<file path="src/rtl/irRlePkg.sv">
`timescale 1ns/1ps
package irRlePkg;

  // Strobes sent from the control FSM to the run-length datapath
  typedef struct packed {
    logic tick;       // sample tick this cycle
    logic clear;      // capture disabled: drop partial run
    logic primeLoad;  // take idle level on this tick
    logic hunting;    // level known, waiting for first accepted change
    logic recording;  // runs are being measured and emitted
  } ctlStrobes_t;

  typedef enum logic [1:0] {
    ST_OFF   = 2'd0,
    ST_PRIME = 2'd1,
    ST_HUNT  = 2'd2,
    ST_RUN   = 2'd3
  } rxState_e;

endpackage

</file>
<file path="src/rtl/irRleCtrl.sv">
`timescale 1ns/1ps
module irRleCtrl
  import irRlePkg::*;
#(
  parameter int DIV_W = 12
) (
  input  logic             clk,
  input  logic             rstN,
  input  logic             enable,
  input  logic [DIV_W-1:0] sampleDiv,
  input  logic             accept,
  output ctlStrobes_t      strobes
);

  logic [DIV_W-1:0] divCnt;
  logic             tick;
  rxState_e         state, stateNext;

  assign tick = enable && (divCnt >= sampleDiv);

  // Sample-rate divider
  always_ff @(posedge clk or negedge rstN) begin
    if (!rstN)        divCnt <= '0;
    else if (!enable) divCnt <= '0;
    else if (tick)    divCnt <= '0;
    else              divCnt <= divCnt + DIV_W'(1);
  end

  always_comb begin
    stateNext = state;
    if (!enable) begin
      stateNext = ST_OFF;
    end else begin
      unique case (state)
        ST_OFF:   stateNext = ST_PRIME;
        ST_PRIME: if (tick) stateNext = ST_HUNT;
        ST_HUNT:  if (accept) stateNext = ST_RUN;
        ST_RUN:   stateNext = ST_RUN;
        default:  stateNext = ST_OFF;
      endcase
    end
  end

  always_ff @(posedge clk or negedge rstN) begin
    if (!rstN) state <= ST_OFF;
    else       state <= stateNext;
  end

  always_comb begin
    strobes.tick      = tick;
    strobes.clear     = !enable;
    strobes.primeLoad = (state == ST_PRIME);
    strobes.hunting   = (state == ST_HUNT);
    strobes.recording = (state == ST_RUN);
  end

  // no tick while disabled
  p_tick_enabled_r1: assert property (@(posedge clk) disable iff (!rstN)
    tick |-> enable);

  // consecutive ticks only with a zero divider
  p_tick_spacing_r1: assert property (@(posedge clk) disable iff (!rstN)
    (tick && sampleDiv != '0) |=> (!tick || sampleDiv == '0));

  // the priming tick moves on to hunting for the first change
  p_prime_to_hunt_r5: assert property (@(posedge clk) disable iff (!rstN)
    (state == ST_PRIME && tick) |=> (state == ST_HUNT || !enable));

endmodule

</file>
<file path="src/rtl/irRleDatapath.sv">
`timescale 1ns/1ps
module irRleDatapath
  import irRlePkg::*;
#(
  parameter  int DATA_W = 8,
  localparam int LEN_W  = DATA_W - 1
) (
  input  logic              clk,
  input  logic              rstN,
  input  ctlStrobes_t       strobes,
  input  logic              irIn,
  input  logic [LEN_W-1:0]  noiseThr,
  output logic              accept,
  output logic              wrEn,
  output logic [DATA_W-1:0] wrData
);

  localparam int RUN_W   = LEN_W + 1;
  localparam int MAX_RUN = 1 << LEN_W;

  logic             curLvl;
  logic [RUN_W-1:0] runLen;     // samples since run start, glitch samples included
  logic [LEN_W-1:0] candCnt;    // consecutive samples of a not-yet-accepted level
  logic             diff;
  logic             thrMet;
  logic [RUN_W:0]   runInc;
  logic             spill;
  logic [RUN_W-1:0] confirmed;
  logic             active;

  assign active    = strobes.hunting || strobes.recording;
  assign diff      = irIn ^ curLvl;
  assign thrMet    = ({1'b0, candCnt} + RUN_W'(1)) >= {1'b0, noiseThr};
  assign accept    = strobes.tick && active && diff && thrMet;
  assign runInc    = {1'b0, runLen} + (RUN_W+1)'(1);
  assign spill     = runInc > (RUN_W+1)'(MAX_RUN);
  assign confirmed = runLen - {1'b0, candCnt};

  // Byte emission
  always_comb begin
    wrEn   = 1'b0;
    wrData = '0;
    if (strobes.tick && strobes.recording) begin
      if (diff && thrMet) begin
        wrEn   = 1'b1;
        wrData = {curLvl, LEN_W'(confirmed - RUN_W'(1))};
      end else if (!diff && spill) begin
        wrEn   = 1'b1;
        wrData = {curLvl, {LEN_W{1'b1}}};
      end
    end
  end

  // Run tracking
  always_ff @(posedge clk or negedge rstN) begin
    if (!rstN) begin
      curLvl  <= 1'b0;
      runLen  <= '0;
      candCnt <= '0;
    end else if (strobes.clear) begin
      runLen  <= '0;
      candCnt <= '0;
    end else if (strobes.tick) begin
      if (strobes.primeLoad) begin
        curLvl  <= irIn;
        runLen  <= '0;
        candCnt <= '0;
      end else if (active) begin
        if (diff) begin
          if (thrMet) begin
            curLvl  <= irIn;
            runLen  <= {1'b0, candCnt} + RUN_W'(1);
            candCnt <= '0;
          end else begin
            candCnt <= candCnt + LEN_W'(1);
            if (strobes.recording) runLen <= runLen + RUN_W'(1);
          end
        end else begin
          candCnt <= '0;
          if (strobes.recording)
            runLen <= spill ? RUN_W'(runInc - (RUN_W+1)'(MAX_RUN)) : RUN_W'(runInc);
        end
      end
    end
  end

  // the confirmed part of a run always fits one byte code
  p_run_bounds_r3: assert property (@(posedge clk) disable iff (!rstN)
    strobes.recording |-> (runLen > {1'b0, candCnt}) &&
                          ((runLen - {1'b0, candCnt}) <= RUN_W'(MAX_RUN)));

  // an accepted change flips the stored polarity
  p_accept_flips_r2: assert property (@(posedge clk) disable iff (!rstN)
    (accept && strobes.recording) |=> (curLvl != $past(curLvl)));

  // a change below the noise threshold leaves the level alone
  p_glitch_holds_r4: assert property (@(posedge clk) disable iff (!rstN)
    (strobes.tick && active && !strobes.primeLoad && diff && !thrMet) |=> $stable(curLvl));

endmodule

</file>
<file path="src/rtl/irRleFifo.sv">
`timescale 1ns/1ps
module irRleFifo #(
  parameter  int DATA_W = 8,
  parameter  int DEPTH  = 64,
  localparam int PTR_W  = $clog2(DEPTH),
  localparam int LVL_W  = PTR_W + 1
) (
  input  logic              clk,
  input  logic              rstN,
  input  logic              wrEn,
  input  logic [DATA_W-1:0] wrData,
  input  logic              rdEn,
  input  logic              ovfClr,
  input  logic [LVL_W-1:0]  fifoThr,
  output logic [DATA_W-1:0] rdData,
  output logic              empty,
  output logic [LVL_W-1:0]  level,
  output logic              irq,
  output logic              overflow
);

  logic [DATA_W-1:0] mem [DEPTH];
  logic [PTR_W-1:0]  wrPtr, rdPtr;
  logic [LVL_W-1:0]  count;
  logic              full, doWr, doRd;

  assign full   = (count == LVL_W'(DEPTH));
  assign empty  = (count == '0);
  assign doWr   = wrEn && !full;
  assign doRd   = rdEn && !empty;
  assign level  = count;
  assign rdData = mem[rdPtr];
  assign irq    = (fifoThr != '0) && (count >= fifoThr);

  always_ff @(posedge clk) begin
    if (doWr) mem[wrPtr] <= wrData;
  end

  always_ff @(posedge clk or negedge rstN) begin
    if (!rstN) begin
      wrPtr    <= '0;
      rdPtr    <= '0;
      count    <= '0;
      overflow <= 1'b0;
    end else begin
      if (doWr) wrPtr <= wrPtr + PTR_W'(1);
      if (doRd) rdPtr <= rdPtr + PTR_W'(1);
      count <= count + LVL_W'(doWr) - LVL_W'(doRd);
      if (wrEn && full) overflow <= 1'b1;
      else if (ovfClr)  overflow <= 1'b0;
    end
  end

  // a byte arriving at a full queue raises the flag
  p_full_drop_r9: assert property (@(posedge clk) disable iff (!rstN)
    (wrEn && full) |=> overflow);

  // the flag holds until cleared
  p_ovf_sticky_r9: assert property (@(posedge clk) disable iff (!rstN)
    (overflow && !ovfClr) |=> overflow);

  // popping an empty queue leaves it empty
  p_pop_empty_r7: assert property (@(posedge clk) disable iff (!rstN)
    (rdEn && empty && !wrEn) |=> empty);

  // the level never exceeds the depth
  p_level_cap_r7: assert property (@(posedge clk) disable iff (!rstN)
    count <= LVL_W'(DEPTH));

endmodule

</file>
<file path="src/rtl/irRleRx.sv">
`timescale 1ns/1ps
module irRleRx
  import irRlePkg::*;
#(
  parameter  int DIV_W      = 12,
  parameter  int DATA_W     = 8,
  parameter  int FIFO_DEPTH = 64,
  localparam int LEN_W      = DATA_W - 1,
  localparam int LVL_W      = $clog2(FIFO_DEPTH) + 1
) (
  input  logic              clk,
  input  logic              rstN,
  input  logic              enable,
  input  logic              irIn,
  input  logic [DIV_W-1:0]  sampleDiv,
  input  logic [LEN_W-1:0]  noiseThr,
  input  logic [LVL_W-1:0]  fifoThr,
  input  logic              rdEn,
  input  logic              ovfClr,
  output logic [DATA_W-1:0] rdData,
  output logic              fifoEmpty,
  output logic [LVL_W-1:0]  fifoLevel,
  output logic              fifoIrq,
  output logic              overflow
);

  ctlStrobes_t       strobes;
  logic              accept;
  logic              wrEn;
  logic [DATA_W-1:0] wrData;

  irRleCtrl #(.DIV_W(DIV_W)) u_ctrl (
    .clk       (clk),
    .rstN      (rstN),
    .enable    (enable),
    .sampleDiv (sampleDiv),
    .accept    (accept),
    .strobes   (strobes)
  );

  irRleDatapath #(.DATA_W(DATA_W)) u_datapath (
    .clk      (clk),
    .rstN     (rstN),
    .strobes  (strobes),
    .irIn     (irIn),
    .noiseThr (noiseThr),
    .accept   (accept),
    .wrEn     (wrEn),
    .wrData   (wrData)
  );

  irRleFifo #(.DATA_W(DATA_W), .DEPTH(FIFO_DEPTH)) u_fifo (
    .clk      (clk),
    .rstN     (rstN),
    .wrEn     (wrEn),
    .wrData   (wrData),
    .rdEn     (rdEn),
    .ovfClr   (ovfClr),
    .fifoThr  (fifoThr),
    .rdData   (rdData),
    .empty    (fifoEmpty),
    .level    (fifoLevel),
    .irq      (fifoIrq),
    .overflow (overflow)
  );

endmodule

</file>
<file path="config.mk">
export PLATFORM = sky130hd
export DESIGN_NAME = irRleRx
export DESIGN_NICKNAME = d
export VERILOG_FILES = /design/src/rtl/irRlePkg.sv /design/src/rtl/irRleCtrl.sv /design/src/rtl/irRleDatapath.sv /design/src/rtl/irRleFifo.sv /design/src/rtl/irRleRx.sv
export SDC_FILE = /design/constraint.sdc
export NUM_CORES = 1
export LEC_CHECK = 0
export BUFFER_PORTS_ARGS = -buffer_cell sky130_fd_sc_hd__buf_2
export CORE_ASPECT_RATIO = 1.2
export CORE_MARGIN = 3
export CORE_UTILIZATION = 30
export DETAILED_ROUTE_END_ITERATION = 10
export PLACE_DENSITY = 0.44
export SYNTH_ARGS = -nofsm -noshare
export SYNTH_HDL_FRONTEND = slang
export SYNTH_SLANG_ARGS = --single-unit
</file>
<file path="constraint.sdc">
create_clock -name clk -period 7.8 [get_ports clk]
set_clock_uncertainty 0.05 [all_clocks]
set_input_delay 1.56 -clock clk [delete_from_list [all_inputs] [get_ports clk]]
set_output_delay 1.56 -clock clk [all_outputs]
set_load 0.01 [all_outputs]
</file>
* After elaboration in Yosys (flattened, before gate mapping) *
Memory sizes are Yosys's and may differ from the RTL's.
Cells that the tools add are included.

word-level totals
  register bits after elaboration = 50
  memory bits (writable) = 512
  bits of input ports = 32
  output and inout bits = 18
  logic and storage cells = 98
  memories kept = 1

operators by class
  add/sub/neg operators = 12
  magnitude comparators = 4
  equality and inequality tests = 10
  muxes and demuxes = 35
  bitwise logic cells = 1
  reduce and logical (&&, ||, !) cells = 26

memories
  name        words  bits a word  rd ports  clocked after memory_dff  wr ports  RTL line         RTL
  u_fifo.mem  64     8            1         0                         1         irRleFifo.sv:22  logic [DATA_W-1:0] mem [DEPTH];

operators by type and width
  kind                                                                             number
  8-bit two-way mux                                                                12
  7-bit two-way mux                                                                6
  12-bit two-way mux                                                               2
  12-bit by 1-bit adder with 12-bit output, second input constant                  1
  6-bit by 1-bit adder with 6-bit output, second input constant                    2
  12-bit greater-or-equal comparator                                               1
  1-bit logical AND                                                                11
  1-bit two-way mux                                                                11
  8-bit by 1-bit adder with 9-bit output, second input constant                    1
  9-bit by 8-bit greater-than comparator with 1-bit output, second input constant  1
  7-bit by 1-bit adder with 8-bit output, second input constant                    1
  8-bit by 1-bit adder with 8-bit output, second input constant                    1
  8-bit by 7-bit greater-or-equal comparator with 1-bit output                     1
  4-bit by 1-bit != test with 1-bit output, second input constant                  2
  2-bit case mux with 4 select lines                                               1
  2-bit nonzero test                                                               4
  8-bit subtractor, second input constant                                          1
  7-bit by 1-bit adder with 7-bit output                                           1
  7-bit by 1-bit adder with 7-bit output, second input constant                    1
  7-bit == test, second input constant                                             1
  7-bit greater-or-equal comparator                                                1
  7-bit zero test                                                                  1
  7-bit nonzero test                                                               1
  7-bit by 1-bit subtractor with 7-bit output                                      1
  other kinds (16)                                                                 22

* Depth between registers and ports, before layout *
Gate-level depths: netlist of the first run.

  depth in word-level cells = 9
  gate-level depth with buffers = 21
  gate-level depth less buffers = 21

* Cells and area by module *
A second synthesis of the first run with hierarchy kept.

second synthesis, totals
  cells, all modules = 1412
  area, all modules = 24023.0 um^2

by module, submodules not included
  module         instances  cells each  area each (um^2)  seq. area each (um^2)
  irRleFifo      1          1086        21142.8           15875.2
  irRleDatapath  1          217         1760.4            400.4
  irRleCtrl      1          109         1119.8            350.3

* Least setup slack after synthesis of the first run *
Ideal clock, no wire load.

  path kind = in2reg
  from = input port sampleDiv[7]
  to = memory u_fifo.mem[0][1], data pin
  setup time = 548 ps
  arrival = 4922 ps
  required time = 7202 ps
  path slack = 2279 ps
  stages = 10
  cells stage by stage = inv_1 > ha_1 > nand2_1 > nor3_1 > a21oi_1 > o31ai_1 > o2111a_2 > buf_6 > inv_1 > a21oi_1

on the way
  longest elaborated chain between the ends = 4

RTL lines
  element                             RTL line             RTL
  from (decl)                         irRleRx.sv:15        input logic [DIV_W-1:0] sampleDiv,
  12-bit greater-or-equal comparator  irRleCtrl.sv:19      assign tick = enable && (divCnt >= sampleDiv);
  1-bit logical AND                   irRleCtrl.sv:19
  1-bit logical AND                   irRleDatapath.sv:43  if (strobes.tick && strobes.recording) begin
  8-bit two-way mux                   irRleDatapath.sv:43
  via u_datapath.wrData[1]            irRleDatapath.sv:15  output logic [DATA_W-1:0] wrData
  to (decl)                           irRleFifo.sv:22

The timed path passes the listed nets, and every way through them passes these cells.

* Worst setup path in the final report of the first run *
  from = register u_fifo.rdPtr[0]
  to = output port rdData[0]

on the way
  longest elaborated chain between the ends = 1

RTL lines
  element                 RTL line         RTL
  from (decl)             irRleFifo.sv:23  logic [PTR_W-1:0] wrPtr, rdPtr;
  from (signal assigned)  irRleFifo.sv:47  if (doRd) rdPtr <= rdPtr + PTR_W'(1);
  memory read 64 x 8 bit  -
  to (decl)               irRleRx.sv:20    output logic [DATA_W-1:0] rdData,

No other way between the ends.

==> results of run 1 <==
==> placed cells by master, fill, tap and decap left out, drive strengths merged, types with 6 or more instances in the layout <==
| cell | count |
|---|---|
| edfxtp | 512 |
| mux4 | 160 |
| nor2 | 98 |
| clkbuf | 75 |
| buf | 65 |
| inv | 59 |
| dfrtp | 50 |
| ha | 47 |
| nand2 | 46 |
| a21oi | 35 |
| o21ai | 26 |
| xnor2 | 23 |
| clkinv | 23 |
| nand3 | 22 |
| xor2 | 17 |
| a22oi | 14 |
| nor3 | 11 |
| and3 | 9 |
| nand4 | 8 |
| a21o | 7 |
| nor2b | 6 |
| bufinv | 6 |
==> report_power, final <==
group	internal, mW	switching [mW]	leakage [nW]	total [mW]
logic	0.534	0.590	2.40	1.12
clock network	1.59	1.16	0.902	2.75
registers	3.28	0.253	4.19	3.54
total	5.41	2.01	7.49	7.41
==> cell families after synthesis <==
family,synth area share
simple gates,0.04635
flops,0.7055
xor+xnor,0.01487
fa+ha+maj,0.02665
compound gates,0.02963
mux,0.1548
buf+inv,0.02219
==> how the worst max path moves through the flow <==
stage	to	cells past startpoint	slack [ps]	startpoint
global route	rdData[5]	6	1950	u_fifo.rdPtr[0]
CTS	rdData[5]	6	2060	u_fifo.rdPtr[0]
global placement	u_fifo.mem[41][0]	10	1970	sampleDiv[2]
floorplan	u_fifo.mem[0][1]	10	2280	sampleDiv[7]
finish	rdData[0]	6	2220	u_fifo.rdPtr[0]
detailed placement	u_fifo.mem[41][0]	10	1940	sampleDiv[2]
==> synth_stat cells, types with 11 or more instances <==
master    number
a21oi_1       34
a22oi_1       14
buf_1         14
clkbuf_1      26
dfrtp_1       50
edfxtp_1     512
ha_1          47
inv_1         57
mux4_2       160
nand2_1       46
nand3_1       18
nor2_1        98
nor3_1        11
o21ai_0       24
xnor2_1       23
xor2_1        17
==> layout make-up <==
cell class / count / area (µm²) / share of cell area
antenna: 1 / 2.502 / 0.00009311
clock buffer: 75 / 1536 / 0.05717
clock inverter: 33 / 329.1 / 0.01224
inverter: 57 / 214.0 / 0.007961
multi-input combinational: 591 / 6492 / 0.2416
sequential: 562 / 16640 / 0.6191
tap: 1017 / 1272 / 0.04735
timing repair buffer: 65 / 390.4 / 0.01453
==> layer usage <==
| layer | global-route usage | vias to the layer above |
|---|---|---|
| met5 | 0 | - |
| met4 | 0.04348 | 2 |
| met3 | 0.02392 | 96 |
| met2 | 0.2531 | 229 |
| met1 | 0.1816 | 6214 |
| li1 | - | 5208 |
==> state kept, by name, indices dropped and copies added, names as in the netlist <==
signal	flops
u_datapath.runLen	8
u_fifo.level	7
u_fifo.rdPtr	6
u_datapath.candCnt	7
u_ctrl.divCnt	12
u_ctrl.state	2
u_fifo.mem	512
u_datapath.curLvl	1
u_fifo.wrPtr	6
u_fifo.overflow	1
==> per-stage QoR <==
stage / instances / util / area (µm²)
final: 2401 / 0.3487 / 26880
after global routing: 2400 / 0.3486 / 26870
after CTS: 2400 / 0.3486 / 26870
after detailed placement: 2292 / 0.3244 / 25010
after global placement: 2292 / 0.3244 / 25010
after floorplan: 1268 / - / 23570
==> results.json, run 1 <==
{
  "post_cts_buffers": 0,
  "yosysWarnings": 0,
  "wl_met2_um": 29970,
  "cp.required_ps": 6190,
  "ctsHtreeMaxLevel": 2,
  "routed.top_layer": "met5",
  "min_from": "u_datapath.candCnt[5]",
  "cp_max_fo": 35,
  "worst_pin_slew_ps": 1027,
  "fmax_mhz": 179.3,
  "hold_buffers": 0,
  "post-route-period-util": 0.7150,
  "met1Wirelength_um": 24000,
  "min_to": "u_datapath.candCnt[5]",
  "track_usage": 0.1441,
  "syn_nets": 1349,
  "hpwl_um": 37550,
  "rsz0062_at_grt": "false",
  "final_antenna_net_count": 0,
  "port_buffers": 49,
  "grt_start_max_net_pins": 92,
  "setup_violations": 0,
  "setup_ws_ps": 2223,
  "ys_ff_latch": 562,
  "clockRootBuffer": "clkbuf_16",
  "async_flop_share": 0.08897,
  "final_nets": 1417,
  "wire_per_inst_um": 24.09,
  "place.gp.congestion": 0.8156,
  "p_total_mw": 7.411,
  "cts.clk_slew.worst_paths_ps": 60,
  "numCtsBuffers": 59,
  "arrival_ps": 3970,
  "syn_area_per_cell_um2": 18.58,
  "synth_cells": 1268,
  "io_pins": 50,
  "relSlewSlack": 0.3135,
  "finalHoldViolCount": 0,
  "timing.rr.start": "u_datapath.candCnt[0]",
  "cpPeakStageDelay_ps": 910,
  "fin_hold_ws_ps": 464.9,
  "grt_pass1_wl_um": 86510,
  "first_pass_iters": 5,
  "ys_seq_area_frac": 0.7055,
  "dieWidth_um": 261.9,
  "fill_cells": 7268,
  "crit_path_cell_trace": "buf_4 -> mux4_2 -> mux4_2 -> a22oi_1 -> nand2_1 -> buf_2",
  "grt-ovfl-total": 0,
  "clk_latency_ps": 610,
  "slowest_stage": "dfrtp_4",
  "syn2layout_area_growth_pct": 14.05,
  "irDropWorstVdd_mv": 0.2094,
  "num_rows": 111,
  "core_mm2": 0.07708,
  "yosys-top-cells-area": "edfxtp_1, mux4_2, dfrtp_1",
  "wl_met3_um": 2229,
  "cts_tree": "done",
  "place_ws_ps": 1941,
  "hp-class": "reg2reg",
  "synth_edf_count": 512,
  "timing.hold.worst_path_depth": 1,
  "route.detailed.drc": 0,
  "crit_buf_inv": 2,
  "fin_tns_setup_ps": 0,
  "post-route-min-period_ps": 5577,
  "leakage_nw": 7.490,
  "post_cts_resized": 0,
  "crit_path_end_kind": "output port",
  "worst_setup_path_start_kind": "register",
  "power_per_cell_area_mw_per_mm2": 275.8,
  "ys_types": 57,
  "crit_type": "reg2out",
  "antenna_found_initial": 2,
  "vias_per_cell": 4.893,
  "maxCapViolCount": 0,
  "clockBufferDepth": 3,
  "netlist_area_mm2": 0.02357,
  "status": "complete, no violations",
  "ff2ff_path_depth": 11,
  "synthFlopType": "edfxtp_1",
  "cp_common_cell": "mux4_2",
  "dieArea_mm2": 0.08196,
  "yosys.area.top_type_share": 0.6524,
  "start_util": 0.3057,
  "clock-sinks": 562,
  "path_delay_family": "multiplexers",
  "drt_iter0_markers": 758,
  "maxSlewViolCount": 0,
  "grt_pass1_vias": 12670,
  "die-height_um": 313.0,
  "routed_wirelength_um": 57850,
  "yosys.area.top_type": "edfxtp_1",
  "drive_gt1_frac": 0.2386,
  "r2r-end": "u_fifo.mem[17][7]",
  "vias": 11750,
  "r2r_slack_ps": 2930
}
No activity file was read; power rests on OpenSTA's default activity.
==> run 2, diff against run 1 <==
--- a/config.mk
+++ b/config.mk
@@ -10,7 +10,7 @@
 export CORE_MARGIN = 3
 export CORE_UTILIZATION = 30
 export DETAILED_ROUTE_END_ITERATION = 10
-export PLACE_DENSITY = 0.44
+export PLACE_DENSITY = 0.46
 export SYNTH_ARGS = -nofsm -noshare
 export SYNTH_HDL_FRONTEND = slang
 export SYNTH_SLANG_ARGS = --single-unit
==> constraint.sdc (replaced) <==
create_clock -name clk -period 5 [get_ports clk]
set_clock_uncertainty 0.05 [all_clocks]
set_input_delay 1 -clock clk [delete_from_list [all_inputs] [get_ports clk]]
set_output_delay 1 -clock clk [all_outputs]
set_load 0.01 [all_outputs]
==> results.json, run 2 (synthesized netlist as in run 1, its figures left out) <==
{
  "status": "complete, no violations",
  "reg_top3": "u_fifo.mem (512), u_ctrl.divCnt (12), u_datapath.runLen (8)",
  "crit_type": "reg2out",
  "track_usage": 0.1427,
  "post_cts_resized": 0,
  "clk_latency_ps": 630,
  "core_mm2": 0.07708,
  "antenna_found_initial": 0,
  "fin_cells": 2482,
  "grt_pass1_wl_um": 87070,
  "syn2layout_area_growth_pct": 17.48,
  "crit_path_end_kind": "output port",
  "numCtsBuffers": 59,
  "final_nets": 1494,
  "drt_iter0_markers": 722,
  "ff2ff_path_depth": 21,
  "worst_pin_slew_ps": 1005,
  "hp-class": "in2async",
  "largest_register": "u_fifo.mem",
  "cp_max_fo": 36,
  "final_cell_area_mm2": 0.02769,
  "irDropWorstVdd_mv": 0.2557,
  "setup_violations": 0,
  "cp.required_ps": 3950,
  "cpPeakStageDelay_ps": 840,
  "maxCapViolCount": 0,
  "grt_pass1_vias": 12930,
  "routed_wirelength_um": 57350,
  "r2r-end": "u_fifo.level[6]",
  "drive_gt1_frac": 0.2848,
  "p_total_mw": 11.69,
  "grt-ovfl-total": 0,
  "cp_common_cell": "mux4_2",
  "final_antenna_net_count": 0,
  "arrival_ps": 3420,
  "cts_tree": "done",
  "final_common_cell": "edfxtp_1",
  "io_pins": 50,
  "post_cts_buffers": 0,
  "clockBufferDepth": 3,
  "finalHoldViolCount": 0,
  "worst_setup_path_start_kind": "register",
  "final_cell_mix": "edfxtp_1, mux4_2, nor2_1",
  "ctsHtreeMaxLevel": 2,
  "fmax_mhz": 223.5,
  "grt_start_max_net_pins": 65,
  "hpwl_um": 36930,
  "dieArea_mm2": 0.08196,
  "slowest_stage": "dfrtp_4",
  "timing.rr.start": "u_datapath.candCnt[0]",
  "die-height_um": 313.0,
  "start_util": 0.3057,
  "largest_reg_flops": 512,
  "relSlewSlack": 0.3280,
  "clock-sinks": 562,
  "num_rows": 111,
  "fin_tns_setup_ps": 0,
  "place_inst": 2369,
  "r2r_slack_ps": 860,
  "vias": 11940,
  "route.detailed.drc": 0,
  "crit_path_cell_trace": "buf_4 -> mux4_2 -> mux4_2 -> a22oi_1 -> nand2_1 -> buf_2",
  "dieWidth_um": 261.9,
  "power_per_cell_area_mw_per_mm2": 422.1,
  "clockRootBuffer": "clkbuf_16",
  "post-route-period-util": 0.8947,
  "placed_cell_area_mm2": 0.02576,
  "maxSlewViolCount": 0,
  "post-route-min-period_ps": 4473,
  "leakage_nw": 7.987,
  "rsz0062_at_grt": "false",
  "cts.clk_slew.worst_paths_ps": 60,
  "place.gp.congestion": 0.8107,
  "first_pass_iters": 5,
  "vias_per_cell": 4.810,
  "hold_buffers": 0,
  "port_buffers": 49,
  "wire_per_inst_um": 23.11
}
[run 2: cell types whose count changed in the layout (fill, tap and decap cells not counted), sizes merged]
cell	previous run	this run
buf	65	142
clkbuf	75	78
bufinv	6	4
clkinv	23	24
clkinvlp	2	3
inv	59	60
[run 2: metrics by stage]
stage          worst slack, ps  hold WS [ps]  utilization
3_5_place_dp             444.6         472.3       0.3342
3_3_place_gp             508.6         470.1       0.3342
5_1_grt                  327.0         489.7       0.3591
4_1_cts                  414.1         455.7       0.3591
2_1_floorplan            39.36         416.6            -
6_report                 526.7         448.8       0.3592
[run 2: per-layer routing]
| metal | track usage | wire, µm | vias to the layer above |
|---|---|---|---|
| met3 | 0.01883 | 1666 | 80 |
| met5 | 0 | 0 | - |
| met1 | 0.1909 | 25010 | 6294 |
| met2 | 0.2459 | 29490 | 204 |
| li1 | - | - | 5360 |
| met4 | 0.03479 | 1186 | 0 |
[run 2: power breakdown]
| part | internal (mW) | switching (mW) | total (mW) |
|---|---|---|---|
| logic | 0.923 | 1.04 | 1.96 |
| registers | 5.12 | 0.267 | 5.39 |
| clock network | 2.48 | 1.86 | 4.34 |
[run 2: final cells by class]
class	instances	area, µm²
diodes	1	2.502
clock buffers	78	1608
clock inverters	34	317.8
fillers	7231	49390
inverters	57	214.0
multi-input cells	591	6492
flip-flops and latches	562	16630
well taps	1017	1272
repair buffers	142	1144
[run 2: worst max path at each step]
stage                     slack [ps]               end       startpoint
final                            530         rdData[2]  u_fifo.rdPtr[1]
after global routing             330         rdData[2]  u_fifo.rdPtr[0]
after CTS                        410         rdData[2]  u_fifo.rdPtr[0]
after detailed placement         440   u_fifo.level[6]     sampleDiv[7]
after global placement           510   u_fifo.level[6]     sampleDiv[7]
after floorplan                   40  u_fifo.mem[0][1]     sampleDiv[7]
[run 2: critical path: cells and delay by family (launching register included)]
| kind | cells | cell delay [ps] |
|---|---|---|
| muxes | 2 | 970 |
| DFF | 1 | 840 |
| buffers and inverters | 2 | 610 |
| AOI/OAI and AO/OA | 1 | 220 |
| and+or+nand+nor | 1 | 160 |
